===== config.mk =====
export PLATFORM = sky130hd
export DESIGN_NAME = odr_rate_divider
export DESIGN_NICKNAME = d
export VERILOG_FILES = /design/src/rtl/odr_pkg.sv /design/src/rtl/odr_ctrl_reg.sv /design/src/rtl/odr_len_calc.sv /design/src/rtl/odr_period_counter.sv /design/src/rtl/odr_rate_divider.sv
export SDC_FILE = /design/constraint.sdc
export NUM_CORES = 1
export LEC_CHECK = 0
export ABC_AREA = 1
export BUFFER_PORTS_ARGS = -buffer_cell sky130_fd_sc_hd__buf_2
export CORE_MARGIN = 2
export CORE_UTILIZATION = 50
export CTS_BUF_LIST = sky130_fd_sc_hd__clkbuf_8
export CTS_CLUSTER_DIAMETER = 60
export CTS_CLUSTER_SIZE = 8
export DETAILED_ROUTE_END_ITERATION = 8
export GPL_TIMING_DRIVEN = 0
export PLACE_DENSITY = 0.71
export SYNTH_ARGS = -nofsm -noshare
export SYNTH_HDL_FRONTEND = slang
export SYNTH_HIERARCHICAL = 1
export SYNTH_SLANG_ARGS = --single-unit
export TNS_END_PERCENT = 20

===== constraint.sdc =====
create_clock -name clk_i -period 3.9 [get_ports clk_i]
set_clock_uncertainty 0.05 [all_clocks]
set_input_delay 0.78 -clock clk_i [delete_from_list [all_inputs] [get_ports clk_i]]
set_output_delay 0.78 -clock clk_i [all_outputs]
set_load 0.05 [all_outputs]

===== src/rtl/odr_pkg.sv =====
package odr_pkg;

  // Coarse multiplier: a power of two selected by the coarse field.
  function automatic int unsigned coarse_mult(input int unsigned sel);
    return 32'd1 << sel;
  endfunction

  // Fine contribution: fixed-point product with the fraction dropped.
  function automatic int unsigned fine_term(input int unsigned fine,
                                            input int unsigned fine_q,
                                            input int unsigned frac_bits);
    return (fine * fine_q) >> frac_bits;
  endfunction

  // Full period length including the lower floor.
  function automatic int unsigned period_len(input int unsigned sel,
                                             input int unsigned fine,
                                             input int unsigned base,
                                             input int unsigned fine_q,
                                             input int unsigned frac_bits,
                                             input int unsigned min_len);
    int unsigned raw;
    raw = coarse_mult(sel) * base + fine_term(fine, fine_q, frac_bits);
    return (raw < min_len) ? min_len : raw;
  endfunction

endpackage


===== src/rtl/odr_ctrl_reg.sv =====
module odr_ctrl_reg #(
  parameter int CTRL_W   = 16,
  parameter int COARSE_W = 3,
  parameter int FINE_W   = 11
) (
  input  logic                clk_i,
  input  logic                rst_i,
  input  logic                wr_en_i,
  input  logic [CTRL_W-1:0]   wr_data_i,
  output logic [CTRL_W-1:0]   ctrl_o,
  output logic [COARSE_W-1:0] coarse_o,
  output logic [FINE_W-1:0]   fine_o
);

  localparam int USED_W = COARSE_W + FINE_W;
  localparam logic [CTRL_W-1:0] USED_MASK = CTRL_W'((64'd1 << USED_W) - 64'd1);

  logic [CTRL_W-1:0] hold_q;

  always_ff @(posedge clk_i) begin
    if (rst_i) begin
      hold_q <= '0;
    end else if (wr_en_i) begin
      hold_q <= wr_data_i & USED_MASK;
    end
  end

  assign ctrl_o   = hold_q;
  assign coarse_o = hold_q[FINE_W +: COARSE_W];
  assign fine_o   = hold_q[FINE_W-1:0];

  // the held word only moves on a write.
  a_r3_hold_without_write: assert property (@(posedge clk_i) disable iff (rst_i)
    !wr_en_i |=> $stable(ctrl_o));

endmodule


===== src/rtl/odr_len_calc.sv =====
module odr_len_calc #(
  parameter int COARSE_W  = 3,
  parameter int FINE_W    = 11,
  parameter int BASE_MULT = 384,
  parameter int FINE_Q    = 24,
  parameter int FRAC_BITS = 4,
  parameter int MIN_LEN   = 2,
  parameter int LEN_W     = 17
) (
  input  logic [COARSE_W-1:0] coarse_i,
  input  logic [FINE_W-1:0]   fine_i,
  output logic [LEN_W-1:0]    len_o
);

  localparam int NUM_SEL = 1 << COARSE_W;
  localparam int PROD_W  = FINE_W + 16;

  logic [LEN_W-1:0]  coarse_tab [NUM_SEL];
  logic [PROD_W-1:0] fine_prod;
  logic [LEN_W-1:0]  fine_part;
  logic [LEN_W-1:0]  raw_len;

  // Coarse lookup, one entry per select value, computed from the index.
  for (genvar g = 0; g < NUM_SEL; g++) begin : g_coarse
    assign coarse_tab[g] = LEN_W'(odr_pkg::coarse_mult(g) * BASE_MULT);
  end

  // Full-precision product, then the fractional bits fall away.
  assign fine_prod = PROD_W'(fine_i) * PROD_W'(FINE_Q);
  assign fine_part = LEN_W'(fine_prod >> FRAC_BITS);
  assign raw_len   = coarse_tab[coarse_i] + fine_part;

  always_comb begin
    if (raw_len < LEN_W'(MIN_LEN)) begin
      len_o = LEN_W'(MIN_LEN);
    end else begin
      len_o = raw_len;
    end
  end

endmodule


===== src/rtl/odr_period_counter.sv =====
module odr_period_counter #(
  parameter int LEN_W     = 17,
  parameter int MIN_LEN   = 2,
  parameter int RESET_LEN = 384
) (
  input  logic             clk_i,
  input  logic             rst_i,
  input  logic [LEN_W-1:0] next_len_i,
  output logic             wrap_o,
  output logic             drdy_o
);

  logic [LEN_W-1:0] cnt_q;
  logic [LEN_W-1:0] active_q;
  logic             wrap_evt;

  assign wrap_evt = (cnt_q == active_q - LEN_W'(1));

  always_ff @(posedge clk_i) begin
    if (rst_i) begin
      cnt_q    <= '0;
      active_q <= LEN_W'(RESET_LEN);
    end else if (wrap_evt) begin
      cnt_q    <= '0;
      active_q <= next_len_i;
    end else begin
      cnt_q    <= cnt_q + LEN_W'(1);
    end
  end

  assign wrap_o = wrap_evt;
  assign drdy_o = wrap_evt;

  // the pulse never lasts two cycles.
  a_r4_single_pulse: assert property (@(posedge clk_i) disable iff (rst_i)
    drdy_o |=> !drdy_o);

  // the count restarts at zero after the pulse.
  a_r4_restart_zero: assert property (@(posedge clk_i) disable iff (rst_i)
    wrap_o |=> (cnt_q == '0));

  // the count stays inside the active period.
  a_r4_count_in_range: assert property (@(posedge clk_i) disable iff (rst_i)
    cnt_q < active_q);

  // the active length changes only at a wrap.
  a_r5_hold_mid_period: assert property (@(posedge clk_i) disable iff (rst_i)
    !wrap_o |=> $stable(active_q));

  // the active length never drops below the floor.
  a_r6_floor: assert property (@(posedge clk_i) disable iff (rst_i)
    active_q >= LEN_W'(MIN_LEN));

endmodule


===== src/rtl/odr_rate_divider.sv =====
module odr_rate_divider #(
  parameter int CTRL_W    = 16,
  parameter int COARSE_W  = 3,
  parameter int FINE_W    = 11,
  parameter int BASE_MULT = 384,
  parameter int FINE_Q    = 24,
  parameter int FRAC_BITS = 4,
  parameter int MIN_LEN   = 2,
  parameter int LEN_W     = 17
) (
  input  logic              clk_i,
  input  logic              rst_i,
  input  logic              wr_en_i,
  input  logic [CTRL_W-1:0] wr_data_i,
  output logic [CTRL_W-1:0] rd_data_o,
  output logic              drdy_o
);

  localparam int RESET_LEN = int'(odr_pkg::period_len(0, 0, BASE_MULT, FINE_Q,
                                                      FRAC_BITS, MIN_LEN));

  logic [COARSE_W-1:0] coarse_sel;
  logic [FINE_W-1:0]   fine_sel;
  logic [LEN_W-1:0]    next_len;
  logic                wrap_evt;

  odr_ctrl_reg #(
    .CTRL_W   (CTRL_W),
    .COARSE_W (COARSE_W),
    .FINE_W   (FINE_W)
  ) u_ctrl (
    .clk_i     (clk_i),
    .rst_i     (rst_i),
    .wr_en_i   (wr_en_i),
    .wr_data_i (wr_data_i),
    .ctrl_o    (rd_data_o),
    .coarse_o  (coarse_sel),
    .fine_o    (fine_sel)
  );

  odr_len_calc #(
    .COARSE_W  (COARSE_W),
    .FINE_W    (FINE_W),
    .BASE_MULT (BASE_MULT),
    .FINE_Q    (FINE_Q),
    .FRAC_BITS (FRAC_BITS),
    .MIN_LEN   (MIN_LEN),
    .LEN_W     (LEN_W)
  ) u_calc (
    .coarse_i (coarse_sel),
    .fine_i   (fine_sel),
    .len_o    (next_len)
  );

  odr_period_counter #(
    .LEN_W     (LEN_W),
    .MIN_LEN   (MIN_LEN),
    .RESET_LEN (RESET_LEN)
  ) u_count (
    .clk_i      (clk_i),
    .rst_i      (rst_i),
    .next_len_i (next_len),
    .wrap_o     (wrap_evt),
    .drdy_o     (drdy_o)
  );

  // the computed next length respects the floor.
  a_r6_next_floor: assert property (@(posedge clk_i) disable iff (rst_i)
    wrap_evt |-> (next_len >= LEN_W'(MIN_LEN)));

endmodule


==> results by group, run 1 <==
Clock tree
  • Clk slew on worst S/H paths: 100 ps
  • CTS Root Cell: clkbuf_8
  • H-tree depth: 2
  • Clk sink count: 48
  • Clk_lat worst skew: 310 ps
  • Post_cts resized: 0
  • Bufs on Longest Clock Path: 2
  • Post-CTS Repair Setup Buffers: 0
  • # hold bufs at CTS: 0
  • Number of CTS-inserted buffers: 5
  • CTS tree: yes

Power
  • Part of the power in registers: 39.3%
  • Leakage power: 2.50 nW
  • Overall power: 1.31 mW
  • Clock network power share: 38.1%
  • Combinational power share: 22.5%
  • Switching part of the total: 28.9%
  • Power Internal: 0.934 mW
  • Pwr/cell area: 294 nW/um^2
  • Psw: 0.379 mW
  • Peak supply drop: 0.000186 V

Placed design
  • Final Wtd Congestion: 0.925
  • IO buf count: 30
  • Placed Area: 4310 sq um
  • Post-DP HPWL: 7.16 mm

Drt
  • Vias: 3,803
  • DRC: 0
  • Routed Antenna Nets: 0
  • Initial DRC count: 158
  • DRT Wirelength: 8.69 mm
  • DR WL/cell: 10.8 um
  • DRT Pass-1 Iters: 4
  • Via density: 4.72

Synthesis
  • Synth Cell Area: 4030 sq um
  • Synth Instances: 665
  • Syn Area/Cell: 6.06 sq um
  • Yosys warns: 6

Finish
  • Final instance area: 4470 sq um
  • Synthesis-to-layout area growth: 10.9%
  • Final #Nets: 744
  • Layout cells sized above 1: 13.1%
  • N_diodes: 0

Timing
  • Final Cycle Share: 89.6%
  • Tmin final: 3500 ps
  • Count of final setup violators: 0
  • Hold Fails Final Rpt: 0
  • FMAX: 286 MHz
  • RSZ-0062 raised after global routing: false
  • Slew Limit Fails: 0
  • Setup TNS: 0 ps

Setup path
  • Worst Setup Start Kind: register
  • Max FO, Critical Path: 4
  • Crit path arrival time: 3650 ps
  • Most frequent CP cell: nor2_1
  • Worst path required time: 4050 ps
  • Worst path slowest cell: fa_1
  • Max incr delay on CP: 450 ps
  • Setup crit end kind: register
  • Length in cells of the worst reg-to-reg path: 28
  • Critical path type: register to register

Min path
  • Hold Crit Class: register to register
  • Hold path depth: 2

Run status
  • Status: completed

Die
  • Initial Util: 51.9%
  • # IOs: 36
  • Die Area: 8790 sq um
  • Core area: 7770 sq um
  • Num rows: 32
  • Vert. Die Dim: 93.8 um
  • Die X: 93.8 um

Global routing
  • Vias in the first global route: 3,585
  • Global-route wire length before repair: 15.1 mm
  • GRT overflow: 0
  • Pin count of the biggest net entering global routing: 16
  • All-Layer GR Usage: 21.1%
  • Initial antenna violation count: 0

Run
  • Total of max-cap violations: 0
-- area by class of cell --
cell class | instances | area, sq um
multi-input combinational | 472 | 2410
timing repair buffer | 30 | 150
sequential | 48 | 961
buffer | 33 | 241
inverter | 113 | 424
fill | 777 | 3300
clock buffer | 5 | 68.8
tap | 102 | 128
clock inverter | 3 | 90.1
-- flip-flops by register name, summed over array words and instances, names as in the netlist --
register / count
u_ctrl/ctrl_o: 14
u_count/active_q: 17
u_count/cnt_q: 17
-- metrics by stage --
step	setup slack, ps	std cells	util (%)	hold WS (ps)
6_report	404	806	57.6	435
4_1_cts	396	806	57.6	437
3_3_place_gp	436	798	55.5	423
3_5_place_dp	434	798	55.5	422
5_1_grt	121	806	57.6	470
2_1_floorplan	416	666	-	402
-- critical path: cells and delay by family (launching register included) --
family                     cells  cell delay [ps]
AOI/OAI and AO/OA              1              180
adders and majority gates      3              830
buffers and inverters          5              320
DFF                            1              360
and+or+nand+nor               19             1630
-- power by group through the flow --
| stage | registers [mW] | clock network, mW | logic, mW |
|---|---|---|---|
| 6_report | 0.516 | 0.501 | 0.296 |
| 5_1_grt | 0.518 | 0.527 | 0.339 |
| 3_3_place_gp | 0.528 | 0 | 0.290 |
| 2_1_floorplan | 0.551 | 0 | 0.214 |
| 4_1_cts | 0.516 | 0.512 | 0.298 |
| 3_5_place_dp | 0.528 | 0 | 0.296 |
-- layout by cell type (no fill, tap or decap), drive strengths merged --
master and n:
inv 111, o21a 1, fa 2, nor3b 1, xor2 18, a21oi 25, and2 1, a31oi 1
conb 3, bufinv 3, xnor2 14, or2 4, dfxtp 48, nand2 184, clkbuf 9, nand3 54
nor2 114, o22ai 1, nand3b 8, clkinv 2, nor3 3, buf 59, nor4 1, ha 20
o21ai 9, and3 1, nand4 7
-- routing by layer --
layer / vias to the layer above / part of all wire [%] / global-route usage (%) / routed length [um]
met2: 56 / 49 / 40.6 / 4290
met4: 0 / 2.3 / 6.28 / 197
met3: 16 / 2.3 / 2.73 / 197
li1: 2078 / - / - / -
met5: - / 0 / 0 / 0
met1: 1653 / 46 / 23.8 / 4010
-- final timing paths --
check / start / to / slack, ps
min reg2reg: u_ctrl/ctrl_o[9] / u_ctrl/ctrl_o[9] / 440
max reg2reg: u_ctrl/ctrl_o[1] / u_count/active_q[0] / 400
max: u_ctrl/ctrl_o[1] / u_count/active_q[0] / 400
min: u_ctrl/ctrl_o[9] / u_ctrl/ctrl_o[9] / 440
(Power assumes the default switching activity.)
==> run 2: changes to the inputs <==
--- a/config.mk
+++ b/config.mk
@@ -8,13 +8,14 @@
 export ABC_AREA = 1
 export BUFFER_PORTS_ARGS = -buffer_cell sky130_fd_sc_hd__buf_2
 export CORE_MARGIN = 2
-export CORE_UTILIZATION = 50
+export CORE_UTILIZATION = 40
 export CTS_BUF_LIST = sky130_fd_sc_hd__clkbuf_8
 export CTS_CLUSTER_DIAMETER = 60
 export CTS_CLUSTER_SIZE = 8
 export DETAILED_ROUTE_END_ITERATION = 8
 export GPL_TIMING_DRIVEN = 0
-export PLACE_DENSITY = 0.71
+export PLACE_DENSITY = 0.59
+export REMOVE_ABC_BUFFERS = 1
 export SYNTH_ARGS = -nofsm -noshare
 export SYNTH_HDL_FRONTEND = slang
 export SYNTH_HIERARCHICAL = 1
==> run 2 against run 1 <==
Compared with the run above: global-route usage down 5.0 points; register-to-register slack improved by 50 ps; fmax is 1.4% higher; cell count down 0.50%; clock power decreased by 45%; clock-buffer cell count stayed put; die area up 24%; routed wire length decreased by 5.1%; sequential share of layout area is 1.5 points higher; non-clock buffer count fell by 32; critical path type unchanged; critical endpoint unchanged; largest power group unchanged.
==> results by group, run 2 (same netlist as run 1, synthesis figures left out) <==
Clock tree
  • Post_cts resized: 0 (unchanged)
  • CTS tree: yes (unchanged)
  • Number of CTS-inserted buffers: 5 (unchanged)
  • H-tree depth: 2 (unchanged)
  • Clk sink count: 48 (unchanged)
  • Post-CTS Repair Setup Buffers: 0 (unchanged)
  • CTS Root Cell: clkbuf_8 (unchanged)
  • Clk slew on worst S/H paths: 90 ps (was 100 ps)
  • Bufs on Longest Clock Path: 2 (unchanged)
  • # hold bufs at CTS: 0 (unchanged)
  • Clk_lat worst skew: 290 ps (was 310 ps)

Timing
  • Final Cycle Share: 88.4% (was 89.6%)
  • Hold Fails Final Rpt: 0 (unchanged)
  • Slew Limit Fails: 0 (unchanged)
  • Tmin final: 3450 ps (was 3500 ps)
  • Max-slew headroom: 50.2%
  • RSZ-0062 raised after global routing: false (unchanged)
  • Count of final setup violators: 0 (unchanged)
  • FMAX: 290 MHz (was 286 MHz)
  • Setup TNS: 0 ps (unchanged)
  • Slew @ Worst Pin: 745 ps

Global routing
  • Global-route wire length before repair: 14.9 mm (was 15.1 mm)
  • Vias in the first global route: 3,426 (was 3,585)
  • GRT overflow: 0 (unchanged)
  • Most Crowded Layer GR: met2 (unchanged)
  • Initial antenna violation count: 0 (unchanged)
  • Met2 Usage GRT: 29.6% (was 40.6%)
  • Global routing usage on met3: 2.32% (was 2.73%)
  • Pin count of the biggest net entering global routing: 34 (was 16)
  • All-Layer GR Usage: 16.1% (was 21.1%)
  • Met1 usage in global routing: 19.8% (was 23.8%)

Finish
  • Final instance area: 4190 sq um (was 4470 sq um)
  • Final core utilization: 42.9% (was 57.6%)
  • Fill count: 1,112 (was 777)
  • Final #Nets: 712 (was 744)
  • Post-Layout Cell Count: 802 (was 806)
  • Layout cells sized above 1: 9.12% (was 13.1%)
  • N_diodes: 0 (unchanged)
  • Register area: 962 sq um (was 961 sq um)
  • Synthesis-to-layout area growth: 4.00% (was 10.9%)
  • Most common cell after layout, fill and taps aside: nand2_1 (unchanged)
  • Commonest non-fill, non-tap cells in the layout: 174 x nand2_1, 108 x inv_1, 107 x nor2_1 (unchanged)
  • Multi-input logic area: 2410 sq um (about the same)

Power
  • Clock network power share: 26.0% (was 38.1%)
  • Power Internal: 0.710 mW (was 0.934 mW)
  • Switching part of the total: 33.2% (was 28.9%)
  • Part of the power in registers: 48.9% (was 39.3%)
  • Leakage power: 2.30 nW (was 2.50 nW)
  • Peak supply drop: 0.000127 V (was 0.000186 V)
  • Psw: 0.353 mW (was 0.379 mW)
  • Pwr/cell area: 254 nW/um^2 (was 294 nW/um^2)
  • Combinational power share: 25.1% (was 22.5%)

Die
  • Vert. Die Dim: 104 um (was 93.8 um)
  • Num rows: 36 (was 32)
  • # IOs: 36 (unchanged)
  • Die X: 104 um (was 93.8 um)
  • Core area: 9770 sq um (was 7770 sq um)
  • Die Area: 10,900 sq um (was 8790 sq um)
  • Initial Util: 41.2% (was 51.9%)

Drt
  • Via density: 4.54 (was 4.72)
  • Vias: 3,641 (was 3,803)
  • Routed Antenna Nets: 0 (unchanged)
  • DR WL/cell: 10.3 um (was 10.8 um)
  • DRT Wirelength: 8.24 mm (was 8.69 mm)
  • Initial DRC count: 145 (was 158)
  • DRT Pass-1 Iters: 4 (unchanged)
  • DRC: 0 (unchanged)

Setup path
  • Max FO, Critical Path: 5 (was 4)
  • Crit path arrival time: 3600 ps (was 3650 ps)
  • Setup crit end kind: register (unchanged)
  • Critical path type: register to register (unchanged)
  • Worst Setup Start Kind: register (unchanged)
  • Worst path required time: 4050 ps (about the same)

Run status
  • Status: completed (unchanged)

Placed design
  • Post-DP HPWL: 6.46 mm (was 7.16 mm)
  • IO buf count: 31 (was 30)
  • Placed Area: 4110 sq um (was 4310 sq um)
  • Final Wtd Congestion: 0.890 (was 0.925)
  • Inst Count DP: 797 (was 798)

Run
  • Total of max-cap violations: 0 (unchanged)

Min path
  • Hold Crit Class: register to register (unchanged)
==> run 2: cell types whose count changed in the layout (fill, tap and decap cells not counted) <==
cell / delta
clkbuf_1: -3
buf_4: -22
a21oi_4: +1
a21oi_2: -1
buf_2: -2
dfxtp_1: -1
dfxtp_2: +1
clkbuf_2: -1
bufinv_16: -3
buf_6: -4
==> run 2: metrics by stage <==
| step | power [mW] | hold WS [ps] | worst slack [ps] |
|---|---|---|---|
| 2_1_floorplan | 0.738 | 402 | 414 |
| 3_3_place_gp | 0.793 | 429 | 416 |
| 3_5_place_dp | 0.799 | 443 | 321 |
| 4_1_cts | 1.08 | 464 | 298 |
| 5_1_grt | 1.15 | 498 | 23.7 |
| 6_report | 1.06 | 461 | 451 |
==> run 2: power by group through the flow <==
stage	Clock (mW)	Sequential, mW	Combinational (mW)
floorplan	0	0.563	0.176
global placement	0	0.531	0.262
detailed placement	0	0.531	0.268
CTS	0.296	0.520	0.269
global route	0.314	0.523	0.311
finish	0.276	0.520	0.267
==> run 2: cell type report <==
class | instances | area share (%)
clock buffer | 5 | 1.64
inverter | 113 | 10.1
multi-input combinational | 472 | 57.6
sequential | 48 | 23.0
tap | 133 | 3.97
timing repair buffer | 31 | 3.70
==> run 2: per-layer routing <==
layer	up-vias	wire length [um]
met3	9	227
met4	0	78
li1	2016	-
met5	-	0
met2	44	3940
met1	1572	4000
==> run 2: path summary, 6_finish.rpt <==
kind                         endpoint              from  slack (ps)  cells after the start
setup / recovery  u_count/active_q[0]  u_ctrl/ctrl_o[1]         450                     27
hold / removal       u_ctrl/ctrl_o[0]  u_ctrl/ctrl_o[0]         460                      2
setup reg to reg  u_count/active_q[0]  u_ctrl/ctrl_o[1]         450                     27
hold reg to reg      u_ctrl/ctrl_o[0]  u_ctrl/ctrl_o[0]         460                      2
==> run 2: critical path: stages (launching register included) <==
cell and delay (ps):
dfxtp_2 380, ha_1 200, fa_1 210, nand2_2 80, a21oi_4 180, nand2_2 70
nand2_2 70, nand2_2 50, nand2_1 50, inv_1 40, or2_0 200, nand2_2 80
inv_2 40, fa_1 450, inv_1 70, nand3_1 140, nor2_1 120, nor2_1 50
nand3_1 60, nand2_1 70, nor2_1 160, nand2_1 100, nor2_1 100, nor2_1 50
inv_1 40, nand3_1 70, nand2_1 110, nor2_1 50
==> run 3: changes to the inputs <==
--- a/config.mk
+++ b/config.mk
@@ -8,13 +8,13 @@
 export ABC_AREA = 1
 export BUFFER_PORTS_ARGS = -buffer_cell sky130_fd_sc_hd__buf_2
 export CORE_MARGIN = 2
-export CORE_UTILIZATION = 40
+export CORE_UTILIZATION = 67
 export CTS_BUF_LIST = sky130_fd_sc_hd__clkbuf_8
 export CTS_CLUSTER_DIAMETER = 60
 export CTS_CLUSTER_SIZE = 8
 export DETAILED_ROUTE_END_ITERATION = 8
 export GPL_TIMING_DRIVEN = 0
-export PLACE_DENSITY = 0.59
+export PLACE_DENSITY = 0.9
 export REMOVE_ABC_BUFFERS = 1
 export SYNTH_ARGS = -nofsm -noshare
 export SYNTH_HDL_FRONTEND = slang
==> constraint.sdc (replaced) <==
create_clock -name clk_i -period 4.5 [get_ports clk_i]
set_clock_uncertainty 0.05 [all_clocks]
set_input_delay 0.675 -clock clk_i [delete_from_list [all_inputs] [get_ports clk_i]]
set_output_delay 0.675 -clock clk_i [all_outputs]
set_load 0.05 [all_outputs]
==> run 3 against run 2 <==
Compared with the run above: first-iteration DRC count increased by 10%; flip-flop and latch count unchanged; fmax down 2.4%; critical path depth unchanged; cell area decreased by 0.51%; core utilization is 28 points higher; register-to-register slack better by 510 ps; combinational power fell by 13%; clock-buffer cell count is the same; sequential power decreased by 14%.
==> results by group, run 3 (same netlist as run 1, synthesis figures left out) <==
Run status
  • Status: completed (unchanged)

Power
  • Psw: 0.309 mW (was 0.353 mW)
  • Leakage power: 2.33 nW (was 2.30 nW)
  • Overall power: 1.04 mW (was 1.06 mW)
  • Power Internal: 0.732 mW (was 0.710 mW)
  • Peak supply drop: 0.000162 V (was 0.000127 V)
  • Switching part of the total: 29.6% (was 33.2%)
  • Part of the power in registers: 43.2% (was 48.9%)
  • Pwr/cell area: 250 nW/um^2 (was 254 nW/um^2)
  • Combinational power share: 22.3% (was 25.1%)
  • Clock network power share: 34.5% (was 26.0%)

Finish
  • Most common cell after layout, fill and taps aside: nand2_1 (unchanged)
  • Register area: 961 sq um (was 962 sq um)
  • Synthesis-to-layout area growth: 3.48% (was 4.00%)
  • Post-Layout Cell Count: 746 (was 802)
  • Multi-input logic area: 2410 sq um (about the same)
  • Fill count: 499 (was 1,112)
  • Layout cells sized above 1: 9.24% (was 9.12%)
  • Final instance area: 4170 sq um (was 4190 sq um)
  • Final #Nets: 712 (unchanged)
  • N_diodes: 0 (unchanged)
  • Commonest non-fill, non-tap cells in the layout: 174 x nand2_1, 108 x inv_1, 107 x nor2_1 (unchanged)

Timing
  • Tmin final: 3530 ps (was 3450 ps)
  • Slew Limit Fails: 0 (unchanged)
  • RSZ-0062 raised after global routing: false (unchanged)
  • Count of final setup violators: 0 (unchanged)
  • Max-slew headroom: 52.1% (was 50.2%)
  • Hold Fails Final Rpt: 0 (unchanged)
  • Setup WS post-layout: 966 ps (was 451 ps)
  • Final Cycle Share: 78.5% (was 88.4%)
  • FMAX: 283 MHz (was 290 MHz)
  • Slew @ Worst Pin: 716 ps (was 745 ps)
  • Setup TNS: 0 ps (unchanged)

Die
  • Die X: 81.6 um (was 104 um)
  • Num rows: 28 (was 36)
  • Vert. Die Dim: 81.6 um (was 104 um)
  • Initial Util: 68.9% (was 41.2%)
  • Core area: 5850 sq um (was 9770 sq um)
  • # IOs: 36 (unchanged)
  • Die Area: 6650 sq um (was 10,900 sq um)

Clock tree
  • Clk_lat worst skew: 300 ps (was 290 ps)
  • CTS tree: yes (unchanged)
  • H-tree depth: 2 (unchanged)
  • Number of CTS-inserted buffers: 5 (unchanged)
  • Post-CTS Repair Setup Buffers: 0 (unchanged)
  • Clk slew on worst S/H paths: 90 ps (about the same)
  • CTS Root Cell: clkbuf_8 (unchanged)
  • Bufs on Longest Clock Path: 2 (unchanged)
  • # hold bufs at CTS: 0 (unchanged)
  • Clk sink count: 48 (unchanged)
  • Post_cts resized: 0 (unchanged)

Drt
  • DRT Wirelength: 8.03 mm (was 8.24 mm)
  • Initial DRC count: 160 (was 145)
  • Via density: 5.05 (was 4.54)
  • Vias: 3,767 (was 3,641)
  • Routed Antenna Nets: 0 (unchanged)
  • DR WL/cell: 10.8 um (was 10.3 um)
  • DRC: 0 (unchanged)
  • DRT Pass-1 Iters: 5 (was 4)

Min path
  • Hold Crit Class: register to register (unchanged)
  • Hold_sp: u_ctrl/ctrl_o[0] (unchanged)
  • Sink of the worst hold path: u_ctrl/ctrl_o[0] (unchanged)
  • Hold path depth: 2 (unchanged)

Setup path
  • Setup crit end kind: register (unchanged)
  • Reg2Reg Launch Point: u_ctrl/ctrl_o[1] (unchanged)
  • Most frequent CP cell: nor2_1 (unchanged)
  • Reg2Reg Setup Slack: 970 ps (was 450 ps)
  • Worst path slowest cell: fa_1 (unchanged)
  • Max FO, Critical Path: 5 (unchanged)
  • Worst path required time: 4650 ps (was 4050 ps)
  • Worst Setup Start Kind: register (unchanged)
  • Length in cells of the worst reg-to-reg path: 27 (unchanged)
  • Max incr delay on CP: 450 ps (about the same)
  • Critical path type: register to register (unchanged)
  • Crit path arrival time: 3690 ps (was 3600 ps)
  • Worst R2R End: u_count/active_q[0] (unchanged)

Global routing
  • Pin count of the biggest net entering global routing: 34 (unchanged)
  • Global-route wire length before repair: 13.4 mm (was 14.9 mm)
  • GRT overflow: 0 (unchanged)
  • All-Layer GR Usage: 25.1% (was 16.1%)
  • Vias in the first global route: 3,271 (was 3,426)
  • Initial antenna violation count: 0 (unchanged)

Placed design
  • IO buf count: 31 (unchanged)
  • Place WS: 993 ps (was 321 ps)
  • Placed Area: 4040 sq um (was 4110 sq um)
  • Final Wtd Congestion: 0.913 (was 0.890)
  • Post-DP HPWL: 6.27 mm (was 6.46 mm)
  • Inst Count DP: 739 (was 797)

Run
  • Total of max-cap violations: 0 (unchanged)
run 3: per-stage QoR:
| stage | hold WS (ps) | utilization [%] |
|---|---|---|
| 2_1_floorplan | 402 | - |
| 3_3_place_gp | 422 | 69.1 |
| 3_5_place_dp | 435 | 69.1 |
| 4_1_cts | 448 | 71.3 |
| 5_1_grt | 484 | 71.3 |
| 6_report | 446 | 71.3 |
run 3: worst max path at each step:
stage                          start                   to  slack [ps]  cells after the start
global route        u_ctrl/ctrl_o[1]  u_count/active_q[0]         650                     27
finish              u_ctrl/ctrl_o[1]  u_count/active_q[0]         970                     27
CTS                 u_ctrl/ctrl_o[1]  u_count/active_q[0]         960                     27
detailed placement  u_ctrl/ctrl_o[1]  u_count/active_q[0]         990                     27
floorplan           u_ctrl/ctrl_o[1]  u_count/active_q[0]        1010                     26
global placement    u_ctrl/ctrl_o[1]  u_count/active_q[0]        1090                     27
run 3: worst max-delay path: cells and delay by family (launching register included):
family                     cells  cell delay, ps
AOI/OAI and AO/OA              1             190
buffers and inverters          4             190
DFF                            1             420
and+or+nand+nor               19            1700
adders and majority gates      3             900
run 3: metal layers:
layer / wire length (um) / vias to the layer above / global-route usage [%]
met1: 3490 / 1653 / 27.5
met4: 179 / 0 / 7.97
met5: 0 / - / 0
met2: 4090 / 83 / 48.8
met3: 272 / 18 / 3.96
li1: - / 2013 / -
run 3: cell type report:
class / instances / area share, %
well taps: 75 / 2.25
repair buffers: 31 / 3.72
multi-input cells: 472 / 57.7
inverters: 113 / 10.2
flip-flops and latches: 48 / 23.0
clock buffers: 5 / 1.65
clock inverters: 2 / 1.44
run 3: power groups by stage:
stage,Combinational [mW],Clock [mW],Sequential [mW]
floorplan,0.152,0,0.488
global placement,0.221,0,0.459
detailed placement,0.230,0,0.460
CTS,0.232,0.367,0.450
global route,0.266,0.383,0.453
finish,0.232,0.360,0.449
